==> src/rtl/flash_lock_pkg.sv <==
package flash_lock_pkg;
  localparam logic [7:0] CMD_CLR_STAT   = 8'h50;
  localparam logic [7:0] CMD_READ_ID    = 8'h90;
  localparam logic [7:0] CMD_READ_STAT  = 8'h70;
  localparam logic [7:0] CMD_ARRAY      = 8'hFF;
  localparam logic [7:0] CMD_UNLK_SETUP = 8'h60;
  localparam logic [7:0] CMD_CONFIRM    = 8'hD0;

  localparam int unsigned MASTER_OFS = 3;
  localparam int unsigned LOCK_OFS   = 2;
  localparam int unsigned SMALL_SH   = 13;  // 8 KB boot block
  localparam int unsigned LARGE_SH   = 16;  // 64 KB main block
  localparam int unsigned READY_BIT  = 7;

  typedef enum logic [3:0] {
    ST_IDLE, ST_PRE_STAT, ST_PRE_POLL, ST_PRE_ARR,
    ST_CLR, ST_ID, ST_MASTER, ST_BLOCK, ST_ARR,
    ST_UNL_SET, ST_UNL_CFM, ST_UNL_ARR,
    ST_POST_STAT, ST_POST_POLL, ST_POST_ARR, ST_FIN
  } seq_st_e;
endpackage

==> src/rtl/lock_block_walker.sv <==
module lock_block_walker
  import flash_lock_pkg::*;
#(
  parameter int unsigned ADDR_W = 24,
  localparam int unsigned SIZE_W = ADDR_W - LARGE_SH,
  localparam int unsigned BW = ADDR_W + 1
) (
  input  logic              clk_i,
  input  logic              rst_ni,
  input  logic              init_i,
  input  logic              step_i,
  input  logic              boot_map_i,
  input  logic [SIZE_W-1:0] size_i,
  output logic [ADDR_W-1:0] base_o,
  output logic              at_end_o,
  output logic              last_o
);
  localparam logic [BW-1:0] SMALL_STEP = {{(BW-SMALL_SH-1){1'b0}}, 1'b1, {SMALL_SH{1'b0}}};
  localparam logic [BW-1:0] LARGE_STEP = {{(BW-LARGE_SH-1){1'b0}}, 1'b1, {LARGE_SH{1'b0}}};

  logic [BW-1:0] base_q, limit, step_amt, next_base;

  assign limit     = {1'b0, size_i, {LARGE_SH{1'b0}}};
  // boot map: small steps until the first 64 KB boundary
  assign step_amt  = (boot_map_i && (base_q < LARGE_STEP)) ? SMALL_STEP : LARGE_STEP;
  assign next_base = base_q + step_amt;

  always_ff @(posedge clk_i or negedge rst_ni) begin
    if (!rst_ni)     base_q <= '0;
    else if (init_i) base_q <= '0;
    else if (step_i) base_q <= next_base;
  end

  assign base_o   = base_q[ADDR_W-1:0];
  assign at_end_o = (base_q >= limit);
  assign last_o   = (next_base >= limit);

  AST_STEP_IN_RANGE: assert property (@(posedge clk_i) disable iff (!rst_ni)
    step_i |-> !at_end_o);
  AST_BASE_RISES: assert property (@(posedge clk_i) disable iff (!rst_ni)
    (step_i && !init_i) |=> (base_q > $past(base_q)));
  AST_UNIFORM_ALIGN: assert property (@(posedge clk_i) disable iff (!rst_ni)
    !boot_map_i |-> (base_q[LARGE_SH-1:0] == '0));
endmodule

==> src/rtl/lock_verdict.sv <==
module lock_verdict #(
  parameter int unsigned CNT_W = 9
) (
  input  logic             clk_i,
  input  logic             rst_ni,
  input  logic             clear_i,
  input  logic             master_vld_i,
  input  logic             blk_vld_i,
  input  logic [7:0]       rdata_i,
  output logic             master_o,
  output logic [CNT_W-1:0] cnt_o,
  output logic             pass_rule_o,
  output logic             need_unlock_o
);
  logic             master_q;
  logic [CNT_W-1:0] cnt_q;
  logic             any_lock;

  always_ff @(posedge clk_i or negedge rst_ni) begin
    if (!rst_ni) begin
      master_q <= 1'b0;
      cnt_q    <= '0;
    end else if (clear_i) begin
      master_q <= 1'b0;
      cnt_q    <= '0;
    end else begin
      if (master_vld_i)             master_q <= |rdata_i;
      if (blk_vld_i && (|rdata_i))  cnt_q    <= cnt_q + 1'b1;
    end
  end

  assign any_lock      = (cnt_q != '0);
  assign master_o      = master_q;
  assign cnt_o         = cnt_q;
  assign pass_rule_o   = !(master_q && any_lock);
  assign need_unlock_o = !master_q && any_lock;

  AST_CNT_NO_WRAP: assert property (@(posedge clk_i) disable iff (!rst_ni)
    (blk_vld_i && (|rdata_i)) |-> (cnt_q != '1));
endmodule

==> src/rtl/flash_lock_seq.sv <==
module flash_lock_seq
  import flash_lock_pkg::*;
#(
  parameter int unsigned ADDR_W = 24,
  localparam int unsigned SIZE_W = ADDR_W - 16,
  localparam int unsigned CNT_W = SIZE_W + 1
) (
  input  logic              clk_i,
  input  logic              rst_ni,
  input  logic              start_i,
  input  logic              boot_map_i,
  input  logic              wait_rdy_i,
  input  logic [SIZE_W-1:0] size_i,
  output logic              bus_req_o,
  output logic              bus_we_o,
  output logic [ADDR_W-1:0] bus_addr_o,
  output logic [7:0]        bus_wdata_o,
  input  logic [7:0]        bus_rdata_i,
  input  logic              bus_ack_i,
  output logic              done_o,
  output logic              pass_o,
  output logic              master_lock_o,
  output logic              unlock_o,
  output logic [CNT_W-1:0]  lock_cnt_o
);
  seq_st_e st_q, st_d;
  logic boot_q, wait_q, unlock_q, res_vld_q;
  logic [SIZE_W-1:0] size_q;
  logic start_go, ack_go, ready;
  logic [ADDR_W-1:0] blk_base;
  logic at_end, last_blk;
  logic master, pass_rule, need_unlock;
  logic [CNT_W-1:0] cnt;

  assign start_go = (st_q == ST_IDLE) && start_i;
  assign ack_go   = bus_req_o && bus_ack_i;
  assign ready    = bus_rdata_i[READY_BIT];

  lock_block_walker #(.ADDR_W(ADDR_W)) i_walker (
    .clk_i      (clk_i),
    .rst_ni     (rst_ni),
    .init_i     (start_go),
    .step_i     ((st_q == ST_BLOCK) && ack_go),
    .boot_map_i (boot_q),
    .size_i     (size_q),
    .base_o     (blk_base),
    .at_end_o   (at_end),
    .last_o     (last_blk)
  );

  lock_verdict #(.CNT_W(CNT_W)) i_verdict (
    .clk_i         (clk_i),
    .rst_ni        (rst_ni),
    .clear_i       (start_go),
    .master_vld_i  ((st_q == ST_MASTER) && ack_go),
    .blk_vld_i     ((st_q == ST_BLOCK) && ack_go),
    .rdata_i       (bus_rdata_i),
    .master_o      (master),
    .cnt_o         (cnt),
    .pass_rule_o   (pass_rule),
    .need_unlock_o (need_unlock)
  );

  // bus fields decoded from state
  always_comb begin
    bus_req_o   = 1'b1;
    bus_we_o    = 1'b1;
    bus_addr_o  = '0;
    bus_wdata_o = CMD_ARRAY;
    unique case (st_q)
      ST_IDLE, ST_FIN:             bus_req_o = 1'b0;
      ST_PRE_STAT, ST_POST_STAT:   bus_wdata_o = CMD_READ_STAT;
      ST_PRE_POLL, ST_POST_POLL:   bus_we_o = 1'b0;
      ST_CLR:                      bus_wdata_o = CMD_CLR_STAT;
      ST_ID:                       bus_wdata_o = CMD_READ_ID;
      ST_MASTER: begin
        bus_we_o   = 1'b0;
        bus_addr_o = ADDR_W'(MASTER_OFS);
      end
      ST_BLOCK: begin
        bus_we_o   = 1'b0;
        bus_addr_o = blk_base + ADDR_W'(LOCK_OFS);
      end
      ST_UNL_SET:                  bus_wdata_o = CMD_UNLK_SETUP;
      ST_UNL_CFM:                  bus_wdata_o = CMD_CONFIRM;
      default: ;
    endcase
  end

  always_comb begin
    st_d = st_q;
    if (st_q == ST_IDLE) begin
      if (start_i) st_d = wait_rdy_i ? ST_PRE_STAT : ST_CLR;
    end else if (st_q == ST_FIN) begin
      st_d = ST_IDLE;
    end else if (ack_go) begin
      unique case (st_q)
        ST_PRE_STAT:  st_d = ST_PRE_POLL;
        ST_PRE_POLL:  st_d = ready ? ST_PRE_ARR : ST_PRE_POLL;
        ST_PRE_ARR:   st_d = ST_ID;
        ST_CLR:       st_d = ST_ID;
        ST_ID:        st_d = ST_MASTER;
        ST_MASTER:    st_d = at_end ? ST_ARR : ST_BLOCK;
        ST_BLOCK:     st_d = last_blk ? ST_ARR : ST_BLOCK;
        ST_ARR:       st_d = need_unlock ? ST_UNL_SET : ST_FIN;
        ST_UNL_SET:   st_d = ST_UNL_CFM;
        ST_UNL_CFM:   st_d = ST_UNL_ARR;
        ST_UNL_ARR:   st_d = wait_q ? ST_POST_STAT : ST_FIN;
        ST_POST_STAT: st_d = ST_POST_POLL;
        ST_POST_POLL: st_d = ready ? ST_POST_ARR : ST_POST_POLL;
        ST_POST_ARR:  st_d = ST_FIN;
        default:      st_d = ST_IDLE;
      endcase
    end
  end

  always_ff @(posedge clk_i or negedge rst_ni) begin
    if (!rst_ni) begin
      st_q      <= ST_IDLE;
      boot_q    <= 1'b0;
      wait_q    <= 1'b0;
      size_q    <= '0;
      unlock_q  <= 1'b0;
      res_vld_q <= 1'b0;
    end else begin
      st_q <= st_d;
      if (start_go) begin
        boot_q    <= boot_map_i;
        wait_q    <= wait_rdy_i;
        size_q    <= size_i;
        unlock_q  <= 1'b0;
        res_vld_q <= 1'b0;
      end else begin
        if ((st_q == ST_ARR) && ack_go && need_unlock) unlock_q <= 1'b1;
        if (st_d == ST_FIN) res_vld_q <= 1'b1;
      end
    end
  end

  assign done_o        = (st_q == ST_FIN);
  assign pass_o        = res_vld_q && pass_rule;
  assign master_lock_o = master;
  assign unlock_o      = unlock_q;
  assign lock_cnt_o    = cnt;

  AST_REQ_HOLD: assert property (@(posedge clk_i) disable iff (!rst_ni)
    (bus_req_o && !bus_ack_i) |=> (bus_req_o && $stable(bus_addr_o) && $stable(bus_we_o) && $stable(bus_wdata_o)));
  AST_MODE_STABLE: assert property (@(posedge clk_i) disable iff (!rst_ni)
    (st_q != ST_IDLE) |=> ($stable(size_q) && $stable(boot_q) && $stable(wait_q)));
  AST_POLL_UNTIL_READY: assert property (@(posedge clk_i) disable iff (!rst_ni)
    ((st_q == ST_PRE_POLL) && ack_go && !ready) |=> (st_q == ST_PRE_POLL));
  AST_UNLOCK_LEGAL: assert property (@(posedge clk_i) disable iff (!rst_ni)
    (done_o && unlock_o) |-> (pass_o && !master_lock_o && (lock_cnt_o != '0)));
  AST_FAIL_CAUSE: assert property (@(posedge clk_i) disable iff (!rst_ni)
    (done_o && !pass_o) |-> (master_lock_o && (lock_cnt_o != '0)));
  AST_DONE_PULSE: assert property (@(posedge clk_i) disable iff (!rst_ni)
    done_o |=> !done_o);
endmodule

==> config.mk <==
export PLATFORM = sky130hd
export DESIGN_NAME = flash_lock_seq
export DESIGN_NICKNAME = d
export VERILOG_FILES = /design/src/rtl/flash_lock_pkg.sv /design/src/rtl/lock_block_walker.sv /design/src/rtl/lock_verdict.sv /design/src/rtl/flash_lock_seq.sv
export SDC_FILE = /design/constraint.sdc
export NUM_CORES = 1
export LEC_CHECK = 0
export ABC_AREA = 1
export ABC_CLOCK_PERIOD_IN_PS = 3200
export CELL_PAD_IN_SITES_DETAIL_PLACEMENT = 1
export CELL_PAD_IN_SITES_GLOBAL_PLACEMENT = 1
export CORE_MARGIN = 4
export CORE_UTILIZATION = 34
export DETAILED_ROUTE_END_ITERATION = 7
export PLACE_DENSITY_LB_ADDON = 0.1
export SYNTH_ARGS = -nofsm -noshare
export SYNTH_HDL_FRONTEND = slang
export SYNTH_HIERARCHICAL = 1
export SYNTH_SLANG_ARGS = --single-unit
==> constraint.sdc <==
create_clock -name clk_i -period 3.2 [get_ports clk_i]
set_input_delay 0.32 -clock clk_i [delete_from_list [all_inputs] [get_ports clk_i]]
set_output_delay 0.32 -clock clk_i [all_outputs]
set_load 0.03 [all_outputs]
# Yosys cells after proc, flatten, opt, wreduce, memory -nomap -nowiden
# Cells that the tools add are included.
[totals]
mem_count = 0
ff_bits = 51
out_inout_bits = 47
latchBits = 0
mem_bits_rw = 0
in_bits = 22
elab_cells = 83
mem_bits_ro = 0
[op_classes]
n_lt_le_gt_ge = 3
addsub = 3
mux = 27
eq_ne = 16
shift = 0
reduce_logical = 25
div = 0
multipliers = 0
bitwise = 0
[op_table]
columns = ["operator", "count"]
rows = [
  ["$pmux W4 S13", 1],
  ["$ge A25 B24 Y1", 2],
  ["$mux W25", 2],
  ["$pmux W24 S2", 1],
  ["$pmux W8 S5", 1],
  ["$eq A4 B4 Y1 const B", 9],
  ["$add A25 B25 Y25", 1],
  ["$lt A25 B17 Y1 const B", 1],
  ["$add A24 B2 Y24 const B", 1],
  ["$mux W4", 6],
  ["$mux W9", 2],
  ["$mux W17", 1],
  ["$eq A4 B3 Y1 const B", 4],
  ["$logic_and A1 B1 Y1", 11],
  ["$reduce_bool A2 Y1", 5],
  ["$add A9 B1 Y9 const B", 1],
  ["$mux W1", 9],
  ["$reduce_bool A9 Y1", 1],
  ["$eq A4 B2 Y1 const B", 2],
  ["$reduce_or A8 Y1", 1],
  ["$mux W3", 2],
  ["$reduce_or A2 Y1", 3],
  ["$eq A4 B1 Y1 const B", 1],
  ["$logic_not A4 Y1", 1],
  ["other kinds (3)", 5],
]

# Longest topological paths before layout
[logic_depth]
ltp_word = 13
ltp_mapped = 29
ltp_nobuf = 28

# Hierarchy
# The synthesis kept the hierarchy.
[modules_own_cells]
columns = ["mod", "cells_each", "n_inst", "seq_area_each_um2", "area_each_um2"]
rows = [
  ["flash_lock_seq", 294, 1, 400.4, 1632.8],
  ["lock_block_walker", 206, 1, 300.3, 1453.9],
  ["lock_verdict", 94, 1, 250.2, 683.2],
]

# Worst setup path before layout
# OpenSTA, ideal clock, no wires.
[synth_path]
kind = "register to register"
from = "register i_walker.base_q[17]"
to = "register res_vld_q"
slack_ns = -0.025
period_less_slack_ns = 3.225
t_arrival_ns = 3.090
stages_incl_launch_ff = 26
n_path_buf = 1
required_time_ns = 3.065
setup_ns = 0.135
path_cell_list = "dfrtp_1 buf_4 nor2_1 nand3_1 nor3_1 ha_1 ha_1 nand2_2 o21bai_4 nand4_1 and2_1 ha_1 nand2_1 o21a_1 nand2_1 nand2_1 nand3_1 inv_1 nand3_1 nand2_1 nor2_1 nand2_1 a21oi_1 nor2_1 nand2_1 a21oi_1"
[synth_between]
elab_chain_len = 12
word_cells_on_any_way = 14
classes_between = "add/sub (1); order compare (3); eq/ne (1); mux (7); reduce/logical (2)"
[synth_lines]
columns = ["item", "line_no", "rtl"]
rows = [
  ["from (decl)", "lock_block_walker.sv:21", "logic [BW-1:0] base_q, limit, step_amt, next_base;"],
  ["from (signal assigned)", "lock_block_walker.sv:31", "else if (step_i) base_q <= next_base;"],
  ["$lt A25 B17 Y1", "lock_block_walker.sv:25", "assign step_amt = (boot_map_i && (base_q < LARGE_STEP)) ? SMALL_STEP : LARGE_STEP;"],
  ["$logic_and A1 B1 Y1", "lock_block_walker.sv:25", ""],
  ["$mux W17", "lock_block_walker.sv:25", ""],
  ["$add A25 B25 Y25 (*)", "lock_block_walker.sv:26", "assign next_base = base_q + step_amt;"],
  ["$ge A25 B24 Y1 (*)", "lock_block_walker.sv:36", "assign last_o = (next_base >= limit);"],
  ["named net last_blk", "flash_lock_seq.sv:31", "logic at_end, last_blk;"],
  ["$mux W4 (*)", "flash_lock_seq.sv:104", "ST_BLOCK: st_d = last_blk ? ST_ARR : ST_BLOCK;"],
  ["$pmux W4 S13 (*)", "flash_lock_seq.sv:97", "unique case (st_q)"],
  ["$mux W4 (*)", "flash_lock_seq.sv:96", "end else if (ack_go) begin"],
  ["$mux W4 (*)", "flash_lock_seq.sv:94", "end else if (st_q == ST_FIN) begin"],
  ["$mux W4 (*)", "flash_lock_seq.sv:92", "if (st_q == ST_IDLE) begin"],
  ["$eq A4 B4 Y1 (*)", "flash_lock_seq.sv:135", "if (st_d == ST_FIN) res_vld_q <= 1'b1;"],
  ["$reduce_bool A2 Y1 (no source line) (*)", "n/a", ""],
  ["to (signal assigned)", "flash_lock_seq.sv:124", "res_vld_q <= 1'b0;"],
  ["to (signal assigned)", "flash_lock_seq.sv:132", "res_vld_q <= 1'b0;"],
  ["to (signal assigned)", "flash_lock_seq.sv:135", ""],
  ["to (decl)", "flash_lock_seq.sv:27", "logic boot_q, wait_q, unlock_q, res_vld_q;"],
]
# Mark *: on every way through the listed nets, which the timed path passes. The rest lies on a longest branch.
# A chain may end at the register's enable or synchronous reset.

# Worst setup path after layout
[layout_path]
from = "register i_walker.base_q[23]"
to = "register res_vld_q"
# The elaborated chain is that of the path after synthesis.

==> results_dict.tcl <==
set metrics [dict create \
    startpoint_type "flip-flop" \
    tightest_slew_ns 0.9995 \
    gp_congestion 0.8925 \
    busiest_layer "met2" \
    post-route-drc-count 0 \
    fin_area_mm2 0.004917 \
    antenna_found_initial 0 \
    ios 69 \
    post_dp_cell_area_mm2 0.004542 \
    arrival_ns 3.52 \
    firstDrtPassIters 4 \
    drtIter0Drc 179 \
    synthTopCellsByArea "dfrtp_1 (25%), nand2_1 (16%), nor2_1 (8.8%)" \
    synth_adder_area_share_pct 7.302 \
    grt_pass1_wl_um 20600 \
    final_max_slew_viol_count 0 \
    cts.clk_slew.worst_paths_ns 0.09 \
    cts_tree "built" \
    synth.area.mux_share_pct 0 \
    synth_area_per_cell_um2 6.347 \
    pre_cts_ws_ns -0.2243 \
    ys_seq_area_share_pct 25.22 \
    die_h_um 113.3 \
    layout_min_cycle_time_ns 3.332 \
    synthXorXnorAreaFrac_pct 2.987 \
    wl_per_cell_um 14.95 \
    hold_viol_final 0 \
    grt_pass1_vias 4222 \
    synth.largest_area_cell "dfrtp_1" \
    clock_tree.root_cell "clkbuf_8" \
    max_freq_mhz 300.1 \
    period_share_pct 104.1 \
    end_kind "flip-flop" \
    use_met2_pct 34.44 \
    layout_commonest_cell "nand2_1" \
    cts_hold_buf 0 \
    die_w_um 113.3 \
    crit_path_max_fanout 6 \
    stdcell_count 820 \
    grtUsageMet1_pct 25.53 \
    met3_usage_pct 2.086 \
    yosys.area_share.simple_pct 40.66 \
    start_util_pct 34.78 \
    hpwl_um 9539 \
    crit_type "flip-flop to flip-flop" \
    overflow 0 \
    drive_gt1_share_pct 16.62 \
    setup_ws_ns -0.1324 \
    rsz0062_at_grt "yes" \
    postSynthCellCount 594 \
    critPathRequiredTime_ns 3.39 \
    pwr_density_cell_mw_per_mm2 813.0 \
    dpl.cell_count 799 \
    num-fill-cells 1472 \
    insertion_delay_ns 0.30 \
    fp.dieArea_mm2 0.01284 \
    synth_top_family_by_area "simple AND/OR/NAND/NOR gates" \
    mostFrequentLayoutCells "nand2_1 (147), nor2_1 (82), inv_1 (76), clkdlybuf4s50_1 (56), buf_4 (40)" \
    vdd_drop_max_mv 0.5834 \
    maxSlewHeadroom_pct 32.96 \
    cts_buffers 5 \
    nNetsFinal 723 \
    setup_violations 3 \
    status "finished with violations" \
    numPortBuffers 57 \
    min_path_type "primary input to asynchronous set/reset pin" \
    violations "setup timing" \
    fin_worst_skew_ns 0.01063 \
    cts_num_sinks 38 \
    power.total_mw 3.998 \
    wl_um 12260 \
    grt_use_total_pct 19.33 \
    yosys_warnings 6 \
    diodes 0 \
    via_per_inst 4.851 \
    clockBufferDepth 2 \
    netlist_area_mm2 0.003770 \
    htreeDepth 2 \
    postRouteAntennaNets 0 \
    syn_to_final_growth_pct 30.43 \
    final_util_pct 45.36 \
    via_count 3978 \
    synth.top_cell.area_share_pct 25.22 \
    synth_compound_area_share_pct 8.828 \
    power.leakage_nw 2.298 \
    ys_ff_latch 38 \
    cap_viol_max_count 0 \
    grt_max_degree 39 \
    ys_types 40 \
    num_rows 38 \
    core_mm2 0.01084 \
]
## path summary, 6_finish.rpt
check	startpoint	endpoint	slack, ns	cells after the start
worst max-delay path	i_walker/base_q[23]$_DFFE_PN0N_	res_vld_q$_DFFE_PN0P_	-0.13	25
worst min-delay path	rst_ni	st_q[1]$_DFF_PN0_	0.14	1
worst max register to register	i_walker/base_q[23]$_DFFE_PN0N_	res_vld_q$_DFFE_PN0P_	-0.13	25
worst min register to register	size_q[2]$_DFFE_PN0P_	size_q[2]$_DFFE_PN0P_	0.49	2
max in group asynchronous	rst_ni	i_walker/base_q[15]$_DFFE_PN0N_	2.46	1
min in group clk_i	size_q[2]$_DFFE_PN0P_	size_q[2]$_DFFE_PN0P_	0.49	2
## state kept, by name (all words and copies together) (netlist names), 4 cells and up
signal,flops
i_verdict/cnt_o,9
size_q,8
st_q,4
i_walker/base_q,12
## power breakdown
group          total (mW)  switching (mW)  internal (mW)
Clock               0.366           0.192          0.174
Sequential          0.788           0.158          0.630
Combinational        2.84            1.75           1.09
Total                4.00            2.10           1.90
## synth_stat cells
library cell  number
nand2_1          158
nor2_1            88
inv_1             84
nand3_1           39
dfrtp_1           38
buf_4             28
a21oi_1           25
ha_1              22
o21ai_0           18
nor3_1            15
nand4_1           13
xor2_1             7
nor4_1             6
nand2_2            5
nand3_2            4
o21ai_1            4
o22ai_1            4
xnor2_1            4
and2_1             3
nand3b_1           3
buf_2              2
clkbuf_1           2
inv_2              2
nor2_4             2
nor2_8             2
o21bai_1           2
a211oi_1           1
a21o_1             1
and3_1             1
buf_6              1
conb_1             1
nand4_2            1
nor2_2             1
nor3b_1            1
o21a_1             1
o21ai_4            1
o21bai_4           1
or2_1              1
or2_2              1
xor2_2             1
## critical path: stages, from the launching register on
cell	delay [ns]
dfrtp_1	0.41
inv_2	0.06
nand4_1	0.11
nor3_2	0.25
ha_2	0.25
ha_4	0.15
nand2_4	0.05
o21bai_4	0.20
nand4_1	0.14
and2_1	0.20
ha_1	0.28
nand2_2	0.06
nor2_2	0.12
nand2_1	0.08
nand2_2	0.08
nand2_2	0.05
nand3_2	0.07
inv_2	0.04
nand3_2	0.06
nand2_2	0.06
nor2_2	0.09
nand2_1	0.07
a21oi_2	0.16
nor2_2	0.04
nand2_1	0.06
a21oi_2	0.05
## cells by family (layout without fill, tap and decap cells)
group	count (synthesis)	after routing
fa+ha+maj	22	22
flops	38	38
compound gates	58	58
buf+inv	119	193
xor+xnor	12	12
other cells	1	13
simple gates	344	344
## final cells by class
class                   instances  area (um^2)  share of cell area [%]
multi-input cells             449         2485                   50.53
repair buffers                 99        888.4                   18.07
well taps                     140        175.2                   3.562
clock inverters                 2        12.51                  0.2545
clock buffers                   6        82.58                   1.679
inverters                      86        322.8                   6.565
flip-flops and latches         38        950.9                   19.34
## per-layer routing
layer  vias to the layer above  part of all wire [%]  wire length [um]
met4                         0                  0.95               116
met1                      1895                    47              5707
met3                         9                   2.3               284
met2                        50                    50              6149
met5                         -                     0                 0
li1                       2024                     -                 -
## metrics by stage
stage	setup TNS (ns)	hold WS (ns)
floorplan	0	0.02441
global placement	-0.03882	0.4664
detailed placement	-0.4529	0.4677
CTS	-0.2566	0.1819
global route	-1.592	0.2218
finish	-0.3138	0.1450
## repair_timing
action                     4_1_cts  5_1_grt
pin swaps                       23       23
resized for setup               22       25
buffers inserted                10        3
setup endpoints to repair        4        5
No activity file was read; power rests on OpenSTA's default activity.
